### src/rtl/strfill_pkg.sv
package strfill_pkg;

    typedef enum logic [2:0] {
        ST_IDLE   = 3'd0,
        ST_CHECK  = 3'd1,
        ST_WRITE  = 3'd2,
        ST_UPDATE = 3'd3,
        ST_FINISH = 3'd4,
        ST_FAULT  = 3'd5
    } strfill_state_e;

    // Bytes moved per element: byte form, or wide form at 16 or 32 bits.
    function automatic logic [2:0] elem_bytes(input logic wide, input logic size32);
        if (!wide)
            return 3'd1;
        else if (size32)
            return 3'd4;
        else
            return 3'd2;
    endfunction

endpackage

### src/rtl/strfill_lanes.sv
module strfill_lanes #(
    parameter int DATA_W = 32,
    parameter int STEP_W = 3
) (
    input  logic              wide,
    input  logic              size32,
    input  logic [DATA_W-1:0] acc,
    output logic [STEP_W-1:0] nbytes,
    output logic [DATA_W/8-1:0] be,
    output logic [DATA_W-1:0] wdata
);
    import strfill_pkg::*;

    localparam int BE_W = DATA_W / 8;

    always_comb begin
        nbytes = STEP_W'(elem_bytes(wide, size32));
    end

    for (genvar k = 0; k < BE_W; k++) begin : g_lane
        logic lane_on;
        assign lane_on          = (STEP_W'(k) < nbytes);
        assign be[k]            = lane_on;
        assign wdata[8*k +: 8]  = lane_on ? acc[8*k +: 8] : 8'h00;
    end

endmodule

### src/rtl/strfill_stepper.sv
module strfill_stepper #(
    parameter int ADDR_W  = 32,
    parameter int SHORT_W = 16,
    parameter int STEP_W  = 3
) (
    input  logic [ADDR_W-1:0] index,
    input  logic [ADDR_W-1:0] count,
    input  logic [STEP_W-1:0] nbytes,
    input  logic              dir_down,
    input  logic              addr32,
    output logic [ADDR_W-1:0] eff_addr,
    output logic [ADDR_W-1:0] next_index,
    output logic [ADDR_W-1:0] next_count,
    output logic              next_count_zero,
    output logic              limit_fault
);
    localparam int HI_W = ADDR_W - SHORT_W;
    localparam logic [SHORT_W:0] SHORT_SPAN = {1'b1, {SHORT_W{1'b0}}};

    logic [ADDR_W-1:0]  step_ext;
    logic [ADDR_W-1:0]  idx_moved;
    logic [ADDR_W-1:0]  cnt_less;
    logic [SHORT_W:0]   short_end;

    always_comb begin
        step_ext  = {{(ADDR_W-STEP_W){1'b0}}, nbytes};
        idx_moved = dir_down ? (index - step_ext) : (index + step_ext);
        cnt_less  = count - {{(ADDR_W-1){1'b0}}, 1'b1};
        short_end = {1'b0, index[SHORT_W-1:0]} + (SHORT_W+1)'(nbytes);

        if (addr32) begin
            eff_addr        = index;
            next_index      = idx_moved;
            next_count      = cnt_less;
            next_count_zero = (cnt_less == '0);
            limit_fault     = 1'b0;
        end else begin
            eff_addr        = {{HI_W{1'b0}}, index[SHORT_W-1:0]};
            next_index      = {index[ADDR_W-1:SHORT_W], idx_moved[SHORT_W-1:0]};
            next_count      = {count[ADDR_W-1:SHORT_W], cnt_less[SHORT_W-1:0]};
            next_count_zero = (cnt_less[SHORT_W-1:0] == '0);
            limit_fault     = (short_end > SHORT_SPAN);
        end
    end

endmodule

### src/rtl/strfill_engine.sv
module strfill_engine #(
    parameter int ADDR_W  = 32,
    parameter int DATA_W  = 32,
    parameter int SHORT_W = 16
) (
    input  logic                clk,
    input  logic                rst_n,
    input  logic                start,
    input  logic [7:0]          opcode,
    input  logic                opsize32,
    input  logic                addrsize32,
    input  logic                dir_down,
    input  logic                rep,
    input  logic [DATA_W-1:0]   acc,
    input  logic [ADDR_W-1:0]   index_in,
    input  logic [ADDR_W-1:0]   count_in,
    output logic                mem_wr,
    output logic [ADDR_W-1:0]   mem_addr,
    output logic [DATA_W/8-1:0] mem_be,
    output logic [DATA_W-1:0]   mem_wdata,
    input  logic                mem_ack,
    output logic [ADDR_W-1:0]   index_out,
    output logic [ADDR_W-1:0]   count_out,
    output logic                done,
    output logic                fault
);
    import strfill_pkg::*;

    localparam int BE_W   = DATA_W / 8;
    localparam int STEP_W = $clog2(BE_W) + 1;
    localparam logic [SHORT_W:0] SHORT_SPAN = {1'b1, {SHORT_W{1'b0}}};

    strfill_state_e state_q, state_d;

    logic              wide_q, size32_q, addr32_q, dir_q, rep_q;
    logic [DATA_W-1:0] acc_q;
    logic [ADDR_W-1:0] index_q, count_q;

    logic [STEP_W-1:0] nbytes;
    logic [BE_W-1:0]   lane_be;
    logic [DATA_W-1:0] lane_data;
    logic [ADDR_W-1:0] eff_addr, next_index, next_count;
    logic              next_count_zero, limit_fault;
    logic              start_cnt_zero;

    strfill_lanes #(
        .DATA_W (DATA_W),
        .STEP_W (STEP_W)
    ) u_lanes (
        .wide   (wide_q),
        .size32 (size32_q),
        .acc    (acc_q),
        .nbytes (nbytes),
        .be     (lane_be),
        .wdata  (lane_data)
    );

    strfill_stepper #(
        .ADDR_W  (ADDR_W),
        .SHORT_W (SHORT_W),
        .STEP_W  (STEP_W)
    ) u_stepper (
        .index           (index_q),
        .count           (count_q),
        .nbytes          (nbytes),
        .dir_down        (dir_q),
        .addr32          (addr32_q),
        .eff_addr        (eff_addr),
        .next_index      (next_index),
        .next_count      (next_count),
        .next_count_zero (next_count_zero),
        .limit_fault     (limit_fault)
    );

    always_comb begin
        start_cnt_zero = addrsize32 ? (count_in == '0)
                                    : (count_in[SHORT_W-1:0] == '0);
    end

    // Next-state logic
    always_comb begin
        state_d = state_q;
        unique case (state_q)
            ST_IDLE: begin
                if (start)
                    state_d = (rep && start_cnt_zero) ? ST_FINISH : ST_CHECK;
            end
            ST_CHECK: begin
                state_d = limit_fault ? ST_FAULT : ST_WRITE;
            end
            ST_WRITE: begin
                if (mem_ack)
                    state_d = ST_UPDATE;
            end
            ST_UPDATE: begin
                state_d = (rep_q && !next_count_zero) ? ST_CHECK : ST_FINISH;
            end
            ST_FINISH: state_d = ST_IDLE;
            ST_FAULT:  state_d = ST_IDLE;
            default:   state_d = ST_IDLE;
        endcase
    end

    // State register
    always_ff @(posedge clk or negedge rst_n) begin
        if (!rst_n)
            state_q <= ST_IDLE;
        else
            state_q <= state_d;
    end

    // Operand latch and index/count update
    always_ff @(posedge clk or negedge rst_n) begin
        if (!rst_n) begin
            wide_q   <= 1'b0;
            size32_q <= 1'b0;
            addr32_q <= 1'b0;
            dir_q    <= 1'b0;
            rep_q    <= 1'b0;
            acc_q    <= '0;
            index_q  <= '0;
            count_q  <= '0;
        end else begin
            if (state_q == ST_IDLE && start) begin
                wide_q   <= opcode[0];
                size32_q <= opsize32;
                addr32_q <= addrsize32;
                dir_q    <= dir_down;
                rep_q    <= rep;
                acc_q    <= acc;
                index_q  <= index_in;
                count_q  <= count_in;
            end else if (state_q == ST_UPDATE) begin
                index_q <= next_index;
                if (rep_q)
                    count_q <= next_count;
            end
        end
    end

    // Outputs
    always_comb begin
        mem_wr    = (state_q == ST_WRITE);
        mem_addr  = eff_addr;
        mem_be    = mem_wr ? lane_be : '0;
        mem_wdata = mem_wr ? lane_data : '0;
        done      = (state_q == ST_FINISH);
        fault     = (state_q == ST_FAULT);
        index_out = index_q;
        count_out = count_q;
    end

    // Checks next to the logic they guard
    assert_be_shape_R1: assert property (@(posedge clk) disable iff (!rst_n)
        mem_wr |-> (mem_be[0] && ($countones(mem_be) == int'(nbytes))));

    assert_step_R3: assert property (@(posedge clk) disable iff (!rst_n)
        (state_q == ST_UPDATE && addr32_q) |=>
        (($past(dir_q) ? ($past(index_q) - index_q) : (index_q - $past(index_q)))
            == ADDR_W'($past(nbytes))));

    assert_upper_keep_R4: assert property (@(posedge clk) disable iff (!rst_n)
        (state_q == ST_UPDATE && !addr32_q) |=>
        (index_q[ADDR_W-1:SHORT_W] == $past(index_q[ADDR_W-1:SHORT_W]) &&
         count_q[ADDR_W-1:SHORT_W] == $past(count_q[ADDR_W-1:SHORT_W])));

    assert_wr_hold_R8: assert property (@(posedge clk) disable iff (!rst_n)
        (mem_wr && !mem_ack) |=>
        (mem_wr && $stable(mem_addr) && $stable(mem_be) && $stable(mem_wdata)));

    assert_limit_R9: assert property (@(posedge clk) disable iff (!rst_n)
        (mem_wr && !addr32_q) |->
        (({1'b0, mem_addr[SHORT_W-1:0]} + (SHORT_W+1)'(nbytes)) <= SHORT_SPAN));

    assert_fault_pulse_R9: assert property (@(posedge clk) disable iff (!rst_n)
        fault |=> (!fault && !done && !mem_wr));

    assert_busy_ignore_R10: assert property (@(posedge clk) disable iff (!rst_n)
        (start && state_q == ST_WRITE) |=> $stable(index_q));

endmodule

### config.mk
export PLATFORM = sky130hd
export DESIGN_NAME = strfill_engine
export DESIGN_NICKNAME = d
export VERILOG_FILES = /design/src/rtl/strfill_pkg.sv /design/src/rtl/strfill_lanes.sv /design/src/rtl/strfill_stepper.sv /design/src/rtl/strfill_engine.sv
export SDC_FILE = /design/constraint.sdc
export NUM_CORES = 1
export LEC_CHECK = 0
export BUFFER_PORTS_ARGS = -buffer_cell sky130_fd_sc_hd__buf_2
export CELL_PAD_IN_SITES_DETAIL_PLACEMENT = 1
export CELL_PAD_IN_SITES_GLOBAL_PLACEMENT = 1
export CORE_AREA = 2 2 148 150
export DETAILED_ROUTE_END_ITERATION = 8
export DIE_AREA = 0 0 150 152
export GPL_TIMING_DRIVEN = 1
export PLACE_DENSITY = 0.83
export SLEW_MARGIN = 20
export SYNTH_ARGS = -nofsm -noshare
export SYNTH_HDL_FRONTEND = slang
export SYNTH_HIERARCHICAL = 1
export SYNTH_SLANG_ARGS = --single-unit
### constraint.sdc
create_clock -name clk -period 5.2 [get_ports clk]
set_input_delay 1.3 -clock clk [delete_from_list [all_inputs] [get_ports clk]]
set_output_delay 1.3 -clock clk [all_outputs]
set_load 0.01 [all_outputs]
**After elaboration in Yosys (flattened, before gate mapping)**

Index checks and enable logic that the tools add are counted.

- $add $sub $neg: 4
- $lt $le $gt $ge: 5
- Eq/ne operators: 7
- Multiplexer cells: 26
- Reduce and logical (&&, ||, !) cells: 16

Operator list:

| cell | count |
|---|---|
| $mux W32 | 10 |
| $logic_not A32 Y1 | 2 |
| $add A32 B3 Y32 | 1 |
| $logic_not A16 Y1 | 2 |
| $mux W8 | 4 |
| $sub A32 B1 Y32 const B | 1 |
| $sub A32 B3 Y32 | 1 |
| $mux W3 | 7 |
| $add A16 B3 Y17 | 1 |
| $gt A17 B17 Y1 const B | 1 |
| $pmux W3 S4 | 1 |
| $eq A3 B2 Y1 const B | 2 |
| $eq A3 B3 Y1 const B | 2 |
| $lt A1 B3 Y1 const A | 2 |
| $lt A2 B3 Y1 const A | 2 |
| $reduce_and A2 Y1 | 3 |
| $reduce_bool A2 Y1 | 3 |
| $mux W4 | 1 |
| $eq A3 B1 Y1 const B | 1 |
| $logic_and A1 B1 Y1 | 3 |
| $logic_not A3 Y1 | 1 |
| $mux W1 | 3 |
| $reduce_and A3 Y1 | 1 |
| $ne A2 B1 Y1 const B | 1 |
| 2 further kinds | 2 |

- Register bits after elaboration: 104
- Input port bits: 112
- Output and inout bits: 135
- Word-level logic and storage cells: 69

**Longest topological paths before layout**

- Depth after elaboration: 7
- Gate-level depth with buffers: 19

**Hierarchy**

Netlist, hierarchy kept.

Modules (own cells, without submodules):

| module | times used | cells each | area each (µm²) | seq. area each (µm²) |
|---|---|---|---|---|
| strfill_engine | 1 | 437 | 4885.9 | 2602.5 |
| strfill_stepper | 1 | 431 | 2996.6 | 0.0 |
| strfill_lanes | 1 | 47 | 306.5 | 0.0 |

**Worst setup path after synthesis**

Ideal clock, no wire load.

- Kind: reg-to-reg
- Start: register wide_q
- End: register index_q[28], in the netlist index_out[28]
- Setup time: 0.127 ns
- Arrival: 3.990 ns
- Data required time: 5.073 ns
- Path slack: 1.083 ns
- Cell stages (with the launch flop): 20
- Path buffers: 2
- Clock period less this slack: 4.117 ns
- Cells stage by stage: dfrtp_1 > buf_6 > buf_6 > and2b_1 > inv_1 > ha_1 > ha_1 > or2_2 > ha_1 > a21o_1 > a311oi_2 > o221ai_2 > o32ai_4 > o221ai_2 > a41oi_2 > o21bai_1 > xor2_1 > mux2_2 > mux2i_1 > o21ai_0

- Cells in the longest elaborated chain, start to end: 6
- Elaborated cells between the ends (all ways): 7

Ends and longest elaborated chain:

| item | RTL line | source |
|---|---|---|
| start, declared | strfill_engine.sv:35 | `logic wide_q, size32_q, addr32_q, dir_q, rep_q;` |
| start signal, assigned | strfill_engine.sv:125 | `wide_q <= opcode[0];` |
| $mux W3 (*) | strfill_pkg.sv:14 | `if (!wide)` |
| named net nbytes[1] | strfill_engine.sv:39 | `logic [STEP_W-1:0] nbytes;` |
| $add A32 B3 Y32 / $sub A32 B3 Y32 (equally long branches) | strfill_stepper.sv:27 | `idx_moved = dir_down ? (index - step_ext) : (index + step_ext);` |
| $mux W32 (*) | strfill_stepper.sv:27 |  |
| $mux W32 (*) | strfill_stepper.sv:31 | `if (addr32) begin` |
| named net next_index[28] | strfill_engine.sv:42 | `logic [ADDR_W-1:0] eff_addr, next_index, next_count;` |
| $mux W32 (*) | strfill_engine.sv:133 | `end else if (state_q == ST_UPDATE) begin` |
| $mux W32 (*) | strfill_engine.sv:124 | `if (state_q == ST_IDLE && start) begin` |
| end signal, assigned | strfill_engine.sv:131 | `index_q <= index_in;` |
| end signal, assigned | strfill_engine.sv:134 | `index_q <= next_index;` |
| end, declared | strfill_engine.sv:37 | `logic [ADDR_W-1:0] index_q, count_q;` |

The timed path passes the listed nets; every way through them passes the cells marked *. The select of a mux whose other input is x is not followed.
A chain may end at the register's enable or synchronous reset.

**Worst setup path after layout**

Same ends and word-level chain as after synthesis.

==> impl_metrics.env <==
export IMPL_status="finished clean"
export IMPL_worstReg2RegStart="wide_q$_DFFE_PN0P_"
export IMPL_synth_top_area_cell="dfrtp_1"
export IMPL_cts_buffers_inserted=9
export IMPL_max_slew_margin=0.420
export IMPL_post_route_period_util=0.880
export IMPL_finalHoldViolCount=0
export IMPL_die_y_um=152
export IMPL_antenna_left=0
export IMPL_clk_pin_slew_ns=0.10
export IMPL_grt_pass1_wl_um=39500
export IMPL_core_um2=21400
export IMPL_syn_mean_instance_area_um2=8.95
export IMPL_pre_cts_ws_ns=0.634
export IMPL_synth_warnings=6
export IMPL_layout_drive_gt1_share=0.302
export IMPL_nFillCells=2609
export IMPL_p_clk_frac=0.099
export IMPL_slew_violations=0
export IMPL_final_setup_viol_count=0
export IMPL_synth_area_um2=8190
export IMPL_irDropWorstVdd_mv=0.280
export IMPL_power_frac_comb=0.675
export IMPL_row_count=54
export IMPL_placedInstanceArea_um2=9380
export IMPL_die_x_um=150
export IMPL_seq_area_um2=2600
export IMPL_r2r_slack_ns=0.62
export IMPL_cp_data_required_time_ns=5.40
export IMPL_vias_per_cell=5.33
export IMPL_power_density_nw_per_um2=782
export IMPL_clock_path_buffers=2
export IMPL_cts_root_buf="clkbuf_16"
export IMPL_drt_iter0_markers=269
export IMPL_clkLatencyLatePin_ns=0.37
export IMPL_antenna_found_initial=2
export IMPL_final_area_um2=9710
export IMPL_synth_cell_type_count=67
export IMPL_hold_path_end="acc_q[0]$_DFFE_PN0P_"
export IMPL_fin_ws_ns=0.625
export IMPL_rsz0062_at_grt="no"
export IMPL_layout_common_cells="buf_2, dfrtp_1, nand2_1"
export IMPL_startpoint_type="register"
export IMPL_wl_per_cell_um=17.4
export IMPL_crit_fanout=29
export IMPL_worstReg2RegEnd="index_out[28]$_DFFE_PN0P_"
export IMPL_grtUsageTotal=0.214
export IMPL_post_route_min_period_ns=4.58
export IMPL_utilization=0.455
export IMPL_cts_sinks=104
export IMPL_p_switching_mw=3.72
export IMPL_vias=7415
export IMPL_p_int_mw=3.87
export IMPL_yosysSeqAreaShare=0.318
export IMPL_ff2ff_path_depth=18
export IMPL_wirelength_um=24200
export IMPL_pin_count=247
export IMPL_hp_class="register to register"
export IMPL_drc=0
export IMPL_finalPower_mw=7.59
export IMPL_fin_tns_setup_ns=0
export IMPL_worstSetupEndpointType="register"
export IMPL_p_seq_frac=0.226
export IMPL_area_growth_syn_to_layout_pct=18.5
export IMPL_synthArstFlopShare=1.00
export IMPL_finClkSkew_ns=0.0116
export IMPL_initial_core_util=0.384
export IMPL_dieArea_um2=22800
export IMPL_h_tree_depth=3
export IMPL_place_gp_congestion=0.814
export IMPL_firstDrtPassIters=5
export IMPL_cts_setup_buffers=0
export IMPL_cts_resized=0
export IMPL_grt_pass1_vias=7693
export IMPL_power_leakage_nw=4.59
export IMPL_synth_cells=915
export IMPL_whs_path_depth=1
export IMPL_cp_arrival_ns=4.78
export IMPL_synth_area_top_cells="dfrtp_1, mux2i_1, mux2_2, ha_1, and2_1"
export IMPL_final_common_cell="buf_2"
export IMPL_cts_tree="built"
export IMPL_grt_overflow_total=0
export IMPL_synth_top_area_share=0.318
export IMPL_ctsHoldBuffers=0
export IMPL_dp_hpwl_um=18100
export IMPL_synthFlopType="dfrtp_1"
export IMPL_grt_max_degree=136
export IMPL_io_buffer_count=239
export IMPL_synth_edff_count=0
export IMPL_worst_slew_pin_slew_ns=0.870
export IMPL_synthesis_nets=1067
export IMPL_synth_seq_cells=104
export IMPL_switching_share=0.490
export IMPL_multi_input_area_um2=5070
export IMPL_clock_fmax_mhz=219
export IMPL_drv_cap=0
export IMPL_worstHoldStart="acc_q[0]$_DFFE_PN0P_"
export IMPL_nNetsFinal=1255
export IMPL_critPathKind="register to register"
[metrics by stage]
step / hold slack [ns] / cells
2_1_floorplan: 0.473 / 915
3_3_place_gp: 0.481 / 1372
3_5_place_dp: 0.488 / 1372
4_1_cts: 0.508 / 1388
5_1_grt: 0.531 / 1390
6_report: 0.506 / 1390
[cell families (layout without fill, tap and decap cells)]
family                     after synthesis  after routing  synth area share
xor gates and xnor gates                61             61            0.0652
buffers and inverters                   93            286            0.0665
adders and majority gates               40             40            0.0629
AOI/OAI and AO/OA                      183            183             0.139
DFF                                    104            104             0.318
muxes                                  115            115             0.148
other                                    1              3          0.000458
and+or+nand+nor                        318            318             0.200
[final cells by class]
type                       instances  area share
inverter                          23     0.00889
sequential                       104       0.268
antenna                            2    0.000516
clock inverter                     7     0.00993
clock buffer                       9      0.0232
timing repair buffer             247       0.131
tap                              280      0.0361
multi-input combinational        718       0.522
[how the worst max path moves through the flow]
stage | from | slack, ns | cells after the start | to
6_report | wide_q$_DFFE_PN0P_ | 0.62 | 18 | index_out[28]$_DFFE_PN0P_
2_1_floorplan | wide_q$_DFFE_PN0P_ | 1.08 | 19 | index_out[28]$_DFFE_PN0P_
3_3_place_gp | wide_q$_DFFE_PN0P_ | 0.75 | 18 | index_out[28]$_DFFE_PN0P_
3_5_place_dp | wide_q$_DFFE_PN0P_ | 0.63 | 18 | index_out[28]$_DFFE_PN0P_
4_1_cts | wide_q$_DFFE_PN0P_ | 0.58 | 18 | index_out[28]$_DFFE_PN0P_
5_1_grt | wide_q$_DFFE_PN0P_ | 0.40 | 18 | index_out[28]$_DFFE_PN0P_
[power groups by stage]
stage          Combinational, mW  Clock, mW  Sequential [mW]
5_1_grt                     5.74      0.804             1.80
4_1_cts                     5.17      0.775             1.72
6_report                    5.13      0.752             1.71
3_3_place_gp                4.95          0             1.70
3_5_place_dp                5.14          0             1.74
2_1_floorplan               3.91          0             1.68
[metal layers]
layer / GRT usage / part of all wire / vias up / wire length [µm]
met5: 0 / 0 / - / 0
met4: 0.0633 / 0.020 / 0 / 490
met3: 0.0411 / 0.044 / 36 / 1060
met2: 0.373 / 0.51 / 183 / 12300
met1: 0.267 / 0.43 / 3624 / 10400
li1: - / - / 3572 / -
[synthesized netlist by cell type (all sizes together), types with 15 or more instances]
cell	count
dfrtp	104
nand2	77
mux2i	67
and2	66
a21oi	65
nor2	63
o21ai	58
buf	52
mux2	48
ha	38
xnor2	32
xor2	29
nor3	28
inv	22
and3	19
clkbuf	18
a21o	15
[critical path, stage by stage, from the launching register on]
cell and delay (ns):
dfrtp_1 0.39, buf_4 0.22, inv_1 0.13, inv_1 0.08, ha_1 0.20, ha_1 0.17, or2_2 0.44, ha_1 0.44
a21o_1 0.25, a311oi_2 0.35, o221ai_2 0.21, o32ai_4 0.34, o221ai_2 0.20, a41oi_2 0.27, o21bai_1 0.10, xor2_1 0.14
mux2_2 0.26, mux2i_1 0.11, o21ai_0 0.10
[registers in the layout (all words and copies together), names as in the netlist]
name	count
acc_q	32
count_out	32
index_out	32
state_q	3
addr32_q	1
dir_q	1
rep_q	1
size32_q	1
wide_q	1
No activity file was read; power rests on OpenSTA's default activity.
